## config.mk

```make
export PLATFORM = sky130hd
export DESIGN_NAME = cfic_top
export DESIGN_NICKNAME = d
export VERILOG_FILES = /design/src/rtl/cfic_pkg.sv /design/src/rtl/cfic_regs.sv /design/src/rtl/cfic_flag_cell.sv /design/src/rtl/cfic_irq.sv /design/src/rtl/cfic_top.sv
export SDC_FILE = /design/constraint.sdc
export NUM_CORES = 1
export LEC_CHECK = 0
export BUFFER_PORTS_ARGS = -buffer_cell sky130_fd_sc_hd__clkbuf_2
export CAP_MARGIN = 30
export CORE_MARGIN = 2
export CORE_UTILIZATION = 50
export CTS_BUF_LIST = sky130_fd_sc_hd__clkbuf_4 sky130_fd_sc_hd__clkbuf_8
export DETAILED_ROUTE_END_ITERATION = 7
export GPL_TIMING_DRIVEN = 0
export PLACE_DENSITY_LB_ADDON = 0.3
export SYNTH_ARGS = -nofsm -noshare
export SYNTH_HDL_FRONTEND = slang
export SYNTH_SLANG_ARGS = --single-unit
```

## constraint.sdc

```tcl
create_clock -name clk -period 2.6 [get_ports clk]
set_clock_uncertainty 0.2 [all_clocks]
set_input_delay 0.52 -clock clk [delete_from_list [all_inputs] [get_ports clk]]
set_output_delay 0.52 -clock clk [all_outputs]
set_load 0.005 [all_outputs]
```

## src/rtl/cfic_pkg.sv

```systemverilog
package cfic_pkg;
    localparam int NSLOT = 16;
    localparam int DW    = NSLOT;
    localparam int AW    = 5;
    localparam int SW    = $clog2(NSLOT);

    localparam logic [AW-1:0] ADDR_CTRL = AW'(0);
    localparam logic [AW-1:0] ADDR_CMPE = AW'(1);
    localparam logic [AW-1:0] ADDR_FLAG = AW'(2);
    localparam logic [AW-1:0] ADDR_SEQ  = AW'(3);

    localparam int CTRL_W = 3;

    typedef struct packed {
        logic seq_ie;
        logic cmp_ie;
        logic fast;
    } ctrl_t;

    function automatic logic pick_clear(
        input logic fast,
        input logic cmpe,
        input logic rd_hit,
        input logic wr_hit,
        input logic w1c
    );
        if (!fast)
            return w1c;
        else if (cmpe)
            return wr_hit;
        else
            return rd_hit;
    endfunction

    function automatic logic pick_set(
        input logic cmpe,
        input logic done,
        input logic match
    );
        return done & (~cmpe | match);
    endfunction
endpackage

```

## src/rtl/cfic_regs.sv

```systemverilog
module cfic_regs
    import cfic_pkg::*;
(
    input  logic                 clk,
    input  logic                 rst,
    input  logic                 bus_en,
    input  logic                 bus_we,
    input  logic [AW-1:0]        bus_addr,
    input  logic [DW-1:0]        bus_wdata,
    input  logic [NSLOT-1:0]     flags_i,
    input  logic                 seq_flag_i,
    output ctrl_t                ctrl_o,
    output logic [NSLOT-1:0]     cmpe_o,
    output logic [NSLOT-1:0]     clr_o,
    output logic                 seq_clr_o,
    output logic [DW-1:0]        bus_rdata
);
    logic          wr, rd, res_sel;
    logic [SW-1:0] slot_idx;

    assign wr       = bus_en & bus_we;
    assign rd       = bus_en & ~bus_we;
    assign res_sel  = bus_addr[AW-1];
    assign slot_idx = bus_addr[SW-1:0];

    always_ff @(posedge clk) begin
        if (rst) begin
            ctrl_o <= '0;
            cmpe_o <= '0;
        end else if (wr && bus_addr == ADDR_CTRL) begin
            ctrl_o <= ctrl_t'(bus_wdata[CTRL_W-1:0]);
        end else if (wr && bus_addr == ADDR_CMPE) begin
            cmpe_o <= bus_wdata;
        end
    end

    generate
        for (genvar n = 0; n < NSLOT; n++) begin : g_clr
            logic hit, rd_hit, wr_hit, w1c;
            assign hit    = res_sel && (slot_idx == SW'(n));
            assign rd_hit = rd & hit;
            assign wr_hit = wr & hit;
            assign w1c    = wr && (bus_addr == ADDR_FLAG) && bus_wdata[n];
            assign clr_o[n] = pick_clear(ctrl_o.fast, cmpe_o[n], rd_hit, wr_hit, w1c);
        end
    endgenerate

    assign seq_clr_o = wr && (bus_addr == ADDR_SEQ) && bus_wdata[0];

    always_comb begin
        bus_rdata = '0;
        if (rd && !res_sel) begin
            case (bus_addr)
                ADDR_CTRL: bus_rdata = DW'(ctrl_o);
                ADDR_CMPE: bus_rdata = cmpe_o;
                ADDR_FLAG: bus_rdata = flags_i;
                ADDR_SEQ:  bus_rdata = DW'(seq_flag_i);
                default:   bus_rdata = '0;
            endcase
        end
    end

    // in normal mode a clear only comes from a flag-register write
    assert_normal_clear_src_R3: assert property (@(posedge clk) disable iff (rst)
        (!ctrl_o.fast && clr_o != '0) |-> (wr && bus_addr == ADDR_FLAG));

    // in fast mode a clear only comes from a result access
    assert_fast_clear_src_R4: assert property (@(posedge clk) disable iff (rst)
        (ctrl_o.fast && clr_o != '0) |-> (bus_en && res_sel));

    // at most one slot clears per access in fast mode
    assert_single_slot_R6: assert property (@(posedge clk) disable iff (rst)
        ctrl_o.fast |-> $onehot0(clr_o));
endmodule

```

## src/rtl/cfic_flag_cell.sv

```systemverilog
module cfic_flag_cell (
    input  logic clk,
    input  logic rst,
    input  logic set_i,
    input  logic clr_i,
    output logic flag_o
);
    always_ff @(posedge clk) begin
        if (rst)
            flag_o <= 1'b0;
        else if (set_i)
            flag_o <= 1'b1;
        else if (clr_i)
            flag_o <= 1'b0;
    end

    // a set always lands, even against a clear
    assert_set_wins_R7: assert property (@(posedge clk) disable iff (rst)
        set_i |=> flag_o);

    // a clear without a set empties the flag
    assert_clear_takes_R3: assert property (@(posedge clk) disable iff (rst)
        (clr_i && !set_i) |=> !flag_o);

    // a flag only rises on a set
    assert_rise_needs_set_R2: assert property (@(posedge clk) disable iff (rst)
        $rose(flag_o) |-> $past(set_i));
endmodule

```

## src/rtl/cfic_irq.sv

```systemverilog
module cfic_irq
    import cfic_pkg::*;
(
    input  ctrl_t            ctrl_i,
    input  logic [NSLOT-1:0] flags_i,
    input  logic [NSLOT-1:0] cmpe_i,
    input  logic             seq_flag_i,
    output logic             cmp_irq_o,
    output logic             seq_irq_o
);
    always_comb begin
        cmp_irq_o = ctrl_i.cmp_ie & (|(flags_i & cmpe_i));
        seq_irq_o = ctrl_i.seq_ie & seq_flag_i;
    end
endmodule

```

## src/rtl/cfic_top.sv

```systemverilog
module cfic_top
    import cfic_pkg::*;
(
    input  logic             clk,
    input  logic             rst,
    input  logic [NSLOT-1:0] conv_done,
    input  logic [NSLOT-1:0] cmp_match,
    input  logic             seq_done,
    input  logic             seq_start,
    input  logic             bus_en,
    input  logic             bus_we,
    input  logic [AW-1:0]    bus_addr,
    input  logic [DW-1:0]    bus_wdata,
    output logic [DW-1:0]    bus_rdata,
    output logic [NSLOT-1:0] flags,
    output logic             seq_flag,
    output logic             cmp_irq,
    output logic             seq_irq
);
    ctrl_t            ctrl;
    logic [NSLOT-1:0] cmpe, clr;
    logic             seq_clr;

    cfic_regs u_regs (
        .clk        (clk),
        .rst        (rst),
        .bus_en     (bus_en),
        .bus_we     (bus_we),
        .bus_addr   (bus_addr),
        .bus_wdata  (bus_wdata),
        .flags_i    (flags),
        .seq_flag_i (seq_flag),
        .ctrl_o     (ctrl),
        .cmpe_o     (cmpe),
        .clr_o      (clr),
        .seq_clr_o  (seq_clr),
        .bus_rdata  (bus_rdata)
    );

    generate
        for (genvar n = 0; n < NSLOT; n++) begin : g_slot
            logic set_n;
            assign set_n = pick_set(cmpe[n], conv_done[n], cmp_match[n]);
            cfic_flag_cell u_cell (
                .clk    (clk),
                .rst    (rst),
                .set_i  (set_n),
                .clr_i  (clr[n]),
                .flag_o (flags[n])
            );
        end
    endgenerate

    always_ff @(posedge clk) begin
        if (rst)
            seq_flag <= 1'b0;
        else if (seq_done)
            seq_flag <= 1'b1;
        else if (seq_clr || seq_start)
            seq_flag <= 1'b0;
    end

    cfic_irq u_irq (
        .ctrl_i     (ctrl),
        .flags_i    (flags),
        .cmpe_i     (cmpe),
        .seq_flag_i (seq_flag),
        .cmp_irq_o  (cmp_irq),
        .seq_irq_o  (seq_irq)
    );

    // state is empty in the first cycle after reset
    assert_reset_empty_R1: assert property (@(posedge clk) disable iff (rst)
        $past(rst) |-> (flags == '0 && !seq_flag && !cmp_irq && !seq_irq));

    // sequence-done always lands
    assert_seq_set_R9: assert property (@(posedge clk) disable iff (rst)
        seq_done |=> seq_flag);

    // start without done empties the sequence flag
    assert_seq_start_R9: assert property (@(posedge clk) disable iff (rst)
        (seq_start && !seq_done) |=> !seq_flag);

    // no sequence request without the flag
    assert_seq_irq_R10: assert property (@(posedge clk) disable iff (rst)
        seq_irq |-> seq_flag);

    // no compare request without some compare-enabled slot set
    assert_cmp_irq_R8: assert property (@(posedge clk) disable iff (rst)
        cmp_irq |-> (flags != '0));
endmodule

```

# ---- After elaboration in Yosys (flattened, before gate mapping)
# Index checks and enable logic that the tools add are counted.
dict set report op_classes {
  eq_ne 18
  n_mux 68
  n_bitwise 87
  reduce_logical 61
}
# op n
set op_table {}
lappend op_table {{1-bit 2-to-1 mux} 66}
lappend op_table {{16-bit case mux with 4 select lines} 1}
lappend op_table {{1-bit AND} 52}
lappend op_table {{1-bit logical AND} 38}
lappend op_table {{2-bit nonzero test} 17}
lappend op_table {{4-bit == test, second input constant} 8}
lappend op_table {{1-bit inverter} 18}
lappend op_table {{16-bit AND} 1}
lappend op_table {{4-bit by 3-bit == test with 1-bit output, second input constant} 4}
lappend op_table {{16-bit 2-to-1 mux} 1}
lappend op_table {{1-bit OR} 16}
lappend op_table {{16-bit OR reduction} 1}
lappend op_table {{5-bit by 2-bit == test with 1-bit output, second input constant} 2}
lappend op_table {{4-bit by 2-bit == test with 1-bit output, second input constant} 2}
lappend op_table {{5-bit by 1-bit == test with 1-bit output, second input constant} 1}
lappend op_table {{5-bit logical NOT} 1}
lappend op_table {{4-bit by 1-bit == test with 1-bit output, second input constant} 1}
lappend op_table {{4-bit logical NOT} 1}
lappend op_table {{2-bit AND reduction} 1}
lappend op_table {{1-bit logical NOT} 1}
lappend op_table {{1-bit logical OR} 1}
dict set report totals {
  register_bits 36
  output_inout_bits 35
  wordCells 255
}

# ---- Logic depth before layout (Yosys ltp)
# Gate-level depths: netlist (run 1).
dict set report logic_depth {
  ltp_word 7
  mapped_depth 6
}

# ---- Cells and area by module
# From an unflattened synthesis (run 1), not the netlist that was laid out.
dict set report unflattened {
  hier_cells 344
  hier_area_um2 2628.8
}
# module n_inst cells_each area_each_um2 seq_area_each_um2
set modules_own_cells {}
lappend modules_own_cells {cfic_regs 1 232 1689.1 380.4}
lappend modules_own_cells {cfic_flag_cell 16 4 38.8 20.0}
lappend modules_own_cells {cfic_top 1 36 217.7 20.0}
lappend modules_own_cells {cfic_irq 1 12 101.3 0.0}

# ---- Worst setup path before layout (run 1)
# Ideal clock, no wire load.
dict set report synth_timing {
  path_type {input-to-output}
  start {input port bus_addr[4]}
  end {output port bus_rdata[10]}
  arrival_time_ns 1.826
  required_time_ns 1.880
  slack_ns 0.054
  path_stages 6
  n_path_buf 3
  cell_sequence {or3_1 -> buf_6 -> or3b_1 -> clkbuf_1 -> buf_2 -> nor2_1}
}
dict set report synth_via {
  elab_chain_len 3
}
# item line_no
set synth_lines {}
lappend synth_lines {{start, declared} cfic_top.sv:12} ;# input logic [AW-1:0] bus_addr,
lappend synth_lines {{5-bit by 2-bit == test with 1-bit output, or another cell as far along} cfic_regs.sv:53} ;# case (bus_addr)
lappend synth_lines {{16-bit case mux with 4 select lines or 1-bit logical AND (tied branches)} {cfic_regs.sv:53, cfic_regs.sv:52}}
lappend synth_lines {{16-bit 2-to-1 mux (*)} cfic_regs.sv:52} ;# if (rd && !res_sel) begin
lappend synth_lines {{end, declared} cfic_top.sv:14} ;# output logic [DW-1:0] bus_rdata,
# Mark *: on every way between the ends. The rest lies on a longest branch, timed or not.

# ---- Final worst setup path (run 1)
dict set report layout_timing {
  start {input port bus_addr[3]}
  end {output port bus_rdata[8]}
}
dict set report layout_via {
  elab_chain_len 3
}
# item line_no
set layout_lines {}
lappend layout_lines {{5-bit by 2-bit == test with 1-bit output, or another cell as far along} cfic_regs.sv:53}
lappend layout_lines {{16-bit case mux with 4 select lines (*)} cfic_regs.sv:53}
lappend layout_lines {{16-bit 2-to-1 mux (*)} cfic_regs.sv:52}
# Marked as above.

==> results, run 1 <==
- The largest fanout on the critical path is 5.
- Derived from the worst setup path, the maximum achievable clock frequency is approximately 0.38 GHz.
- The uppermost metal layer occupied by signal nets is met4.
- No sink is reached through more buffers than the 2 on the longest clock path.
- After detailed placement, the total cell area comes to around 2800 µm².
- In the final routing, the length of wire on met1 measures around 2900 µm.
- The initialized floorplan defines 24 standard-cell rows.
- After clock tree synthesis, the clock-pin slew on the worst setup and hold paths is 0.07 ns.
- The total power is roughly 0.0012 W.
- Subtracting the final worst setup slack from the clock period gives 2.63 ns.
- The die covers 5130 µm².
- The final count of pins violating max slew came to 0.
- The root buffer cell is sky130_fd_sc_hd__clkbuf_8.
- Global routing finished with a remaining overflow of 0.
- For this design the ratio of total power to cell area is ~400 nW/µm².
- Summed over its instances, the top area cell type makes up 31.5% of the synthesized netlist area.
- The share of post-route cells with drive strength above 1 is 40.1%.
- Dividing the synthesized area by the synthesized cell count gives 8.34 µm².
- The final weighted congestion in routability-driven placement is 0.921.
- STA classifies the critical path endpoint as a primary output.
- After detailed placement, the design holds a cell count of 417.
- The later pin in the worst-skew pair is clocked with a latency of 0.29 ns.
- The count of placed standard cells in the final layout, fillers left out is 429.
- The checks that failed: negative setup slack.
- The startpoint of the lowest-slack hold path is seq_done.
- The core region is approximately 4400 µm².
- The data arrival time of the critical path is 1.91 ns.
- For this design the top-level I/O count stands at 94.
- The number of antenna diodes in the final layout is 0.
- For this design, the sink count on the clock tree is 36.
- After routing the design area is 3090 µm².
- The library cell occupying the most area in the post-synthesis netlist is sky130_fd_sc_hd__dfxtp_1.
- At the pin with the least slew margin, the transition time is 0.587 ns.
- The number of clock buffers added by TritonCTS is 5.
- The critical setup path kind is in2out.
- The number of antenna violations at the first check in global routing is 0.
- Setup violations remaining at the end of the flow were counted as 1.
- The final hold slack is 0.238 ns.
- The detailed-routed wire length on met3 is around 640 µm.
- In this run the remaining antenna-violating nets after routing total 0.
- Setup slack on the critical path of the routed design comes to -0.0252 ns.
- The path type of the worst min-delay path is in2reg.
- The cell seen most often among critical-path stages is sky130_fd_sc_hd__buf_8.
- The number of library cell types mapped by synthesis is 37.
- Walking the worst path, the cells encountered are buf_8 > or3_4 > or3b_4 > buf_8 > nor2_4 > clkbuf_2.
- The final critical-path share of the clock period is 101%.
- For this block, the initial DRC count from the detailed router was 170.
- Across every metal layer, demand over resource in global routing totals 25.4%.
- Broken down by cell family, the worst path's largest delay share belongs to simple AND/OR/NAND/NOR gates.
- The first TritonRoute pass finished after 5 iterations.
- The count of input and output buffers is 91.
- The peak ir drop on the vdd network is 0.320 mV.
- The number of vias per cell after detailed routing is 5.43.
- Sorting the synthesized cells by how often they occur yields sky130_fd_sc_hd__nor2_1 (39), sky130_fd_sc_hd__dfxtp_1 (36), sky130_fd_sc_hd__mux2i_1 (21), sky130_fd_sc_hd__a21oi_1 (18).
- In the final design database the tool counted 435 nets.
- After synthesis, the cell types taking the most area are sky130_fd_sc_hd__dfxtp_1 (32%), sky130_fd_sc_hd__mux2i_1 (9.2%), sky130_fd_sc_hd__nor2_1 (6.4%), sky130_fd_sc_hd__xor2_1 (6.1%), sky130_fd_sc_hd__a22oi_1 (5.6%).
- For this configuration, the core starts out at a cell density of 52.1%.
- The via count of the first global-routing pass is 2069.
- The count of hold-fix buffers inserted at cts is 0.
- The remaining max-slew budget at the tightest pin is 60.7%.
- Summing the sequential cell areas from Yosys gives around a third of the chip area.
- The detailed-route DRC error count is 0.
- Measured along the y axis, the die boundary spans just over 70 µm.
- At the placement stage, the worst setup path has a slack of -0.411 ns.
- The run finished, with violations left.
- For this run, the number of Yosys warnings is 0.
- The global-route wire length before repair is 10100 µm.
- The largest individual stage delay along the critical path comes from the cell sky130_fd_sc_hd__or3b_4.
- After synthesis the netlist holds a flip-flop and latch count of 36.
- For this block, the via count after detailed routing is approximately 2300.
- The half-perimeter wire length of the detailed placement result is 4830 µm.
- The TritonCTS clock tree is done.
- The critical path buffer and inverter count is 3.
- The stage delay of the slowest cell on the critical path is roughly 0.46 ns.
- Setup repair after global routing could not meet its margin everywhere.
- After technology mapping, the gate count stands at 274.
- The average wire per standard cell is 15.5 µm.
- Data on the critical path is required at its endpoint by 1.88 ns.
- Tracing the worst setup path back leads to its startpoint at bus_addr[3].
- Among all flip-flop cells after synthesis, the most frequent one is sky130_fd_sc_hd__dfxtp_1.
- In this run the static leakage power is between 1 and 1.5 nW.
- In the post-synthesis netlist, the cell with the most instances is sky130_fd_sc_hd__nor2_1.
- The number of enable-type register cells in the synthesized netlist is 0.
- When the netlist entered floorplanning its net count stood at 333.
- The routed design has 6650 µm of wire.
- The share of synthesized registers carrying an async set or reset is 0%.
- The tool flagged a number of max-cap violations equal to 0.
- The maximum number of pins on one net before global-route repair is 13.
- After detailed routing, the met2 layer carries 3050 µm of wire.
- The worst reg2reg path startpoint is u_regs.ctrl_o[0].
- The horizontal die dimension is 71.6 µm.
- The critical path startpoint category is a primary input.
- The count of final hold-check violations is 0.
- The area growth from synthesis to layout is 35.1%.
- The deepest level of the CTS H-tree is 2.
- The mapped netlist covers 2280 µm².
final timing paths:
check / slack (ns) / end / cells past startpoint
setup / recovery: -0.03 / bus_rdata[8] / 6
hold / removal: 0.24 / seq_flag / 3
setup reg to reg: 0.71 / g_slot[8].u_cell.flag_o / 4
hold reg to reg: 0.32 / u_regs.ctrl_o[2] / 2
worst reg2reg max path, cell delays in order, from the launching register on:
cell and delay (ns):
sky130_fd_sc_hd__dfxtp_1 0.46, sky130_fd_sc_hd__or4bb_1 0.62, sky130_fd_sc_hd__o31ai_1 0.31, sky130_fd_sc_hd__a21o_1 0.12
sky130_fd_sc_hd__a21oi_1 0.05
per-stage QoR:
step / setup TNS [ns] / util (%)
after floorplan: 0 / -
after global placement: -4.00 / 64.0
after detailed placement: -4.63 / 64.0
after CTS: -0.157 / 69.2
after global routing: -0.274 / 70.4
final: -0.0252 / 70.4
flip-flops by register name, indices dropped and copies added, names as in the netlist:
| name | flops |
|---|---|
| seq_flag | 1 |
| g_slot.u_cell.flag_o | 16 |
| u_regs.cmpe_o | 16 |
| u_regs.ctrl_o | 3 |
logic make-up after synthesis:
logic type      synth area share [%]
xor+xnor                        6.13
buf+inv                         12.1
simple gates                    14.3
mux                             10.2
compound gates                  25.7
flops                           31.5
repair_timing:
| item | CTS | global route |
|---|---|---|
| buffers inserted | 4 | 2 |
| cloned | 1 | 0 |
| setup endpoints to repair | 16 | 14 |
| gates resized for setup | 28 | 16 |
| pin swaps | 9 | 8 |
report_power, final:
| group | internal, W | switching [W] | total, W |
|---|---|---|---|
| clock | 0.000237 | 0.000201 | 0.000438 |
| sequential | 0.000571 | 0.0000253 | 0.000597 |
| combinational | 0.000115 | 0.0000962 | 0.000211 |
| total | 0.000923 | 0.000322 | 0.00125 |
routing by layer:
layer | track usage (%) | vias to the layer above
li1 | - | 1160
met1 | 35.6 | 1046
met2 | 38.8 | 114
met5 | 0 | -
met3 | 5.77 | 11
met4 | 7.97 | 0
area by class of cell:
| cell class | count | area (µm²) |
|---|---|---|
| Clock buffer | 8 | 97.6 |
| Multi-Input combinational cell | 189 | 1370 |
| Buffer | 29 | 219 |
| Inverter | 17 | 63.8 |
| Fill cell | 363 | 1300 |
| Tap cell | 52 | 65.1 |
| Timing Repair Buffer | 98 | 551 |
| Sequential cell | 36 | 721 |
cells in the final DEF, fill, tap and decap left out, drive strengths merged, types with 4 or more instances in the layout:
cell / Yosys / routed
a21o: 16 / 16
a21oi: 18 / 18
a22oi: 17 / 17
buf: 24 / 36
clkbuf: 8 / 99
dfxtp: 36 / 36
inv: 17 / 17
mux2i: 21 / 21
nand3: 4 / 4
nor2: 39 / 39
o21ai: 16 / 16
o31ai: 16 / 16
xor2: 16 / 16
(Power assumes the default switching activity.)
==> inputs of run 2 (changes only) <==
==> constraint.sdc (replaced) <==
create_clock -name clk -period 2.6 [get_ports clk]
set_clock_uncertainty 0.2 [all_clocks]
set_input_delay 0.26 -clock clk [delete_from_list [all_inputs] [get_ports clk]]
set_output_delay 0.26 -clock clk [all_outputs]
set_load 0.005 [all_outputs]
==> results, run 2 (synthesis gave the netlist of run 1 again) <==
- The number of vias per cell after detailed routing is approximately 5.4.
- Detailed routing inserted a total of between 2000 and 2500 vias.
- The worst path uses 94.8% of the clock period.
- The worst path required time is 2.14 ns.
- STA classifies the critical path endpoint as a primary output.
- The count of endpoints failing setup in the final report is 0.
- The peak ir drop on the vdd network is 0.324 mV.
- The placeable core region is 4380 µm².
- The library cell used most frequently in the layout, excluding fill and tap cells, is sky130_fd_sc_hd__clkbuf_2.
- Once the floorplan was initialized, standard cells occupied roughly 52% of the core.
- Setup repair after global routing left no endpoint under its margin.
- In this run the worst path has a maximum fanout of 10.
- The worst hold path begins at conv_done[2].
- The detailed-route DRC error count is 0.
- Prior to clock tree synthesis, the placed netlist has a worst setup slack of 0.109 ns.
- For the worst-skew pair, the clock arrives at the later sink with an insertion delay of roughly 0.28 ns.
- The count of routing violations after the opening detailed-route iteration is approximately 110.
- The internal reg-to-reg setup slack is 0.70 ns.
- The data arrival time of the critical path is 2.01 ns.
- The transition time at the pin with the least slew margin is 0.585 ns.
- Entering global routing, the biggest net connects 11 pins.
- The leakage power of the design is ~1.3 nW.
- Subtracting the final worst setup slack from the clock period gives roughly 2.5 ns.
- The via count of the first global-routing pass was 2008.
- The first TritonRoute pass finished after 4 iterations.
- The worst reg2reg path startpoint is u_regs.ctrl_o[0].
- Summed over all layers, the routed wires come to 6340 µm.
- The critical setup path kind is in2out.
- The final weighted congestion in routability-driven placement is 0.921.
- For the final routed database, the setup TNS stands at 0 ns.
- The number of buffers created by CTS is 5.
- The height of the die is about 72 µm.
- The count of nets left with antenna violations after detail routing is 0.
- In this run the clock root is driven by a sky130_fd_sc_hd__clkbuf_8.
- The most critical setup path has its startpoint at bus_addr[4].
- In this run the tightest slew margin relative to its limit is 60.9%.
- The number of nets at the end of the flow is 432.
- After detailed routing, the average wire length per cell comes to 14.9 µm.
- The TritonCTS clock tree is done.
- The count of input and output buffers is approximately 90.
- Across all hold checks on the routed design, the worst slack comes to 0.0105 ns.
- Across every metal layer, demand over resource in global routing totals between 20% and 30%.
- The die covers a little over 5000 µm².
- The slack of the critical path is ~0.13 ns.
- The count of final hold-check violations is 0.
- The floorplan has 24 rows.
- In the final layout, the registers with the most flip-flops are g_slot.u_cell.flag_o: 16 flops, u_regs.cmpe_o: 16 flops, u_regs.ctrl_o: 3 flops.
- The number of max-capacitance violations reported is 0.
- The TritonCTS sink count is 36.
- The worst setup path is launched from a primary input.
- The path type of the worst min-delay path is in2reg.
- For this design the ratio of total power to cell area is around 420 nW/µm².
- The count of inserted antenna diode cells is 0.
- Leaving out fill and tap cells, the most frequent cells in the layout are sky130_fd_sc_hd__clkbuf_2 (91), sky130_fd_sc_hd__nor2_1 (39), sky130_fd_sc_hd__dfxtp_1 (36), sky130_fd_sc_hd__mux2i_1 (21), sky130_fd_sc_hd__a21oi_1 (18).
- The global-route wire length before repair is 9660 µm.
- The horizontal die dimension is 71.6 µm.
- The path depth of the worst reg2reg path is 4.
- Clock-pin slew was measured on the worst setup and hold paths at approximately 0.07 ns.
- The area growth from synthesis to layout is 27.5%.
- The total I/O pin count is 94.
- The achievable frequency is just over 0.4 GHz.
- The number of buffers between clock root and the deepest sink is 2.
- The number of antenna violations at the first check in global routing is 0.
- The flow ran to the end, and the final reports show no timing, DRC or antenna violations.
- The final global-route overflow total is 0.
- Of the cells placed in the final design, the portion with a size suffix greater than 1 is 34.0%.
- The HPWL after detailed placement is 4830 µm.
- The number of instances on the worst hold path is 3.
- The deepest level of the CTS H-tree is 2.
- At the end of the flow the core is filled with cells to 66.4%.
- The final count of pins violating max slew is 0.
- The filler cell count is between 300 and 400.
-- run 2: critical path, stage by stage --
cell	delay [ns]
sky130_fd_sc_hd__clkbuf_2	0.12
sky130_fd_sc_hd__or3_1	0.40
sky130_fd_sc_hd__buf_6	0.15
sky130_fd_sc_hd__nor2_1	0.22
sky130_fd_sc_hd__clkbuf_1	0.43
sky130_fd_sc_hd__a22oi_1	0.16
sky130_fd_sc_hd__nor2_1	0.13
sky130_fd_sc_hd__clkbuf_2	0.13
-- run 2: path summary, 6_finish.rpt --
check | endpoint
worst max register to register | g_slot[8].u_cell.flag_o
worst min-delay path | g_slot[2].u_cell.flag_o
worst min register to register | u_regs.ctrl_o[2]
worst max-delay path | bus_rdata[6]
-- run 2: layer usage --
layer | routed length, µm | vias to the layer above | GRT usage [%]
met3 | 606 | 6 | 5.63
met2 | 2850 | 108 | 38.1
met5 | 0 | - | 0
li1 | - | 1160 | -
met1 | 2820 | 1035 | 33.7
met4 | 65 | 0 | 6.29
-- run 2: cell type report --
| class | count | area (µm²) | area share, % |
|---|---|---|---|
| plain buffers | 32 | 213 | 7.30 |
| multi-input cells | 189 | 1290 | 44.2 |
| well taps | 52 | 65.1 | 2.23 |
| flip-flops and latches | 36 | 721 | 24.7 |
| clock buffers | 8 | 97.6 | 3.35 |
| repair buffers | 92 | 465 | 16.0 |
| inverters | 17 | 63.8 | 2.19 |
-- run 2: power breakdown --
group | internal [W] | switching (W)
combinational | 0.000106 | 0.0000910
sequential | 0.000571 | 0.0000243
clock | 0.000237 | 0.000193
total | 0.000914 | 0.000309
-- run 2: what timing repair did --
| item | CTS | global route |
|---|---|---|
| gates resized for setup | 0 | 0 |
| setup endpoints to repair | 0 | 0 |
| hold buffers | 1 | 0 |
| setup buffers | 0 | 0 |
| hold endpoints to repair | 1 | 0 |
-- run 2: metrics by stage --
stage / area, µm² / power, W / std cells
5_1_grt: 2910 / 0.00127 / 426
4_1_cts: 2910 / 0.00123 / 426
2_1_floorplan: 2280 / 0.000711 / 274
6_report: 2910 / 0.00122 / 426
3_3_place_gp: 2810 / 0.000799 / 417
3_5_place_dp: 2810 / 0.000802 / 417
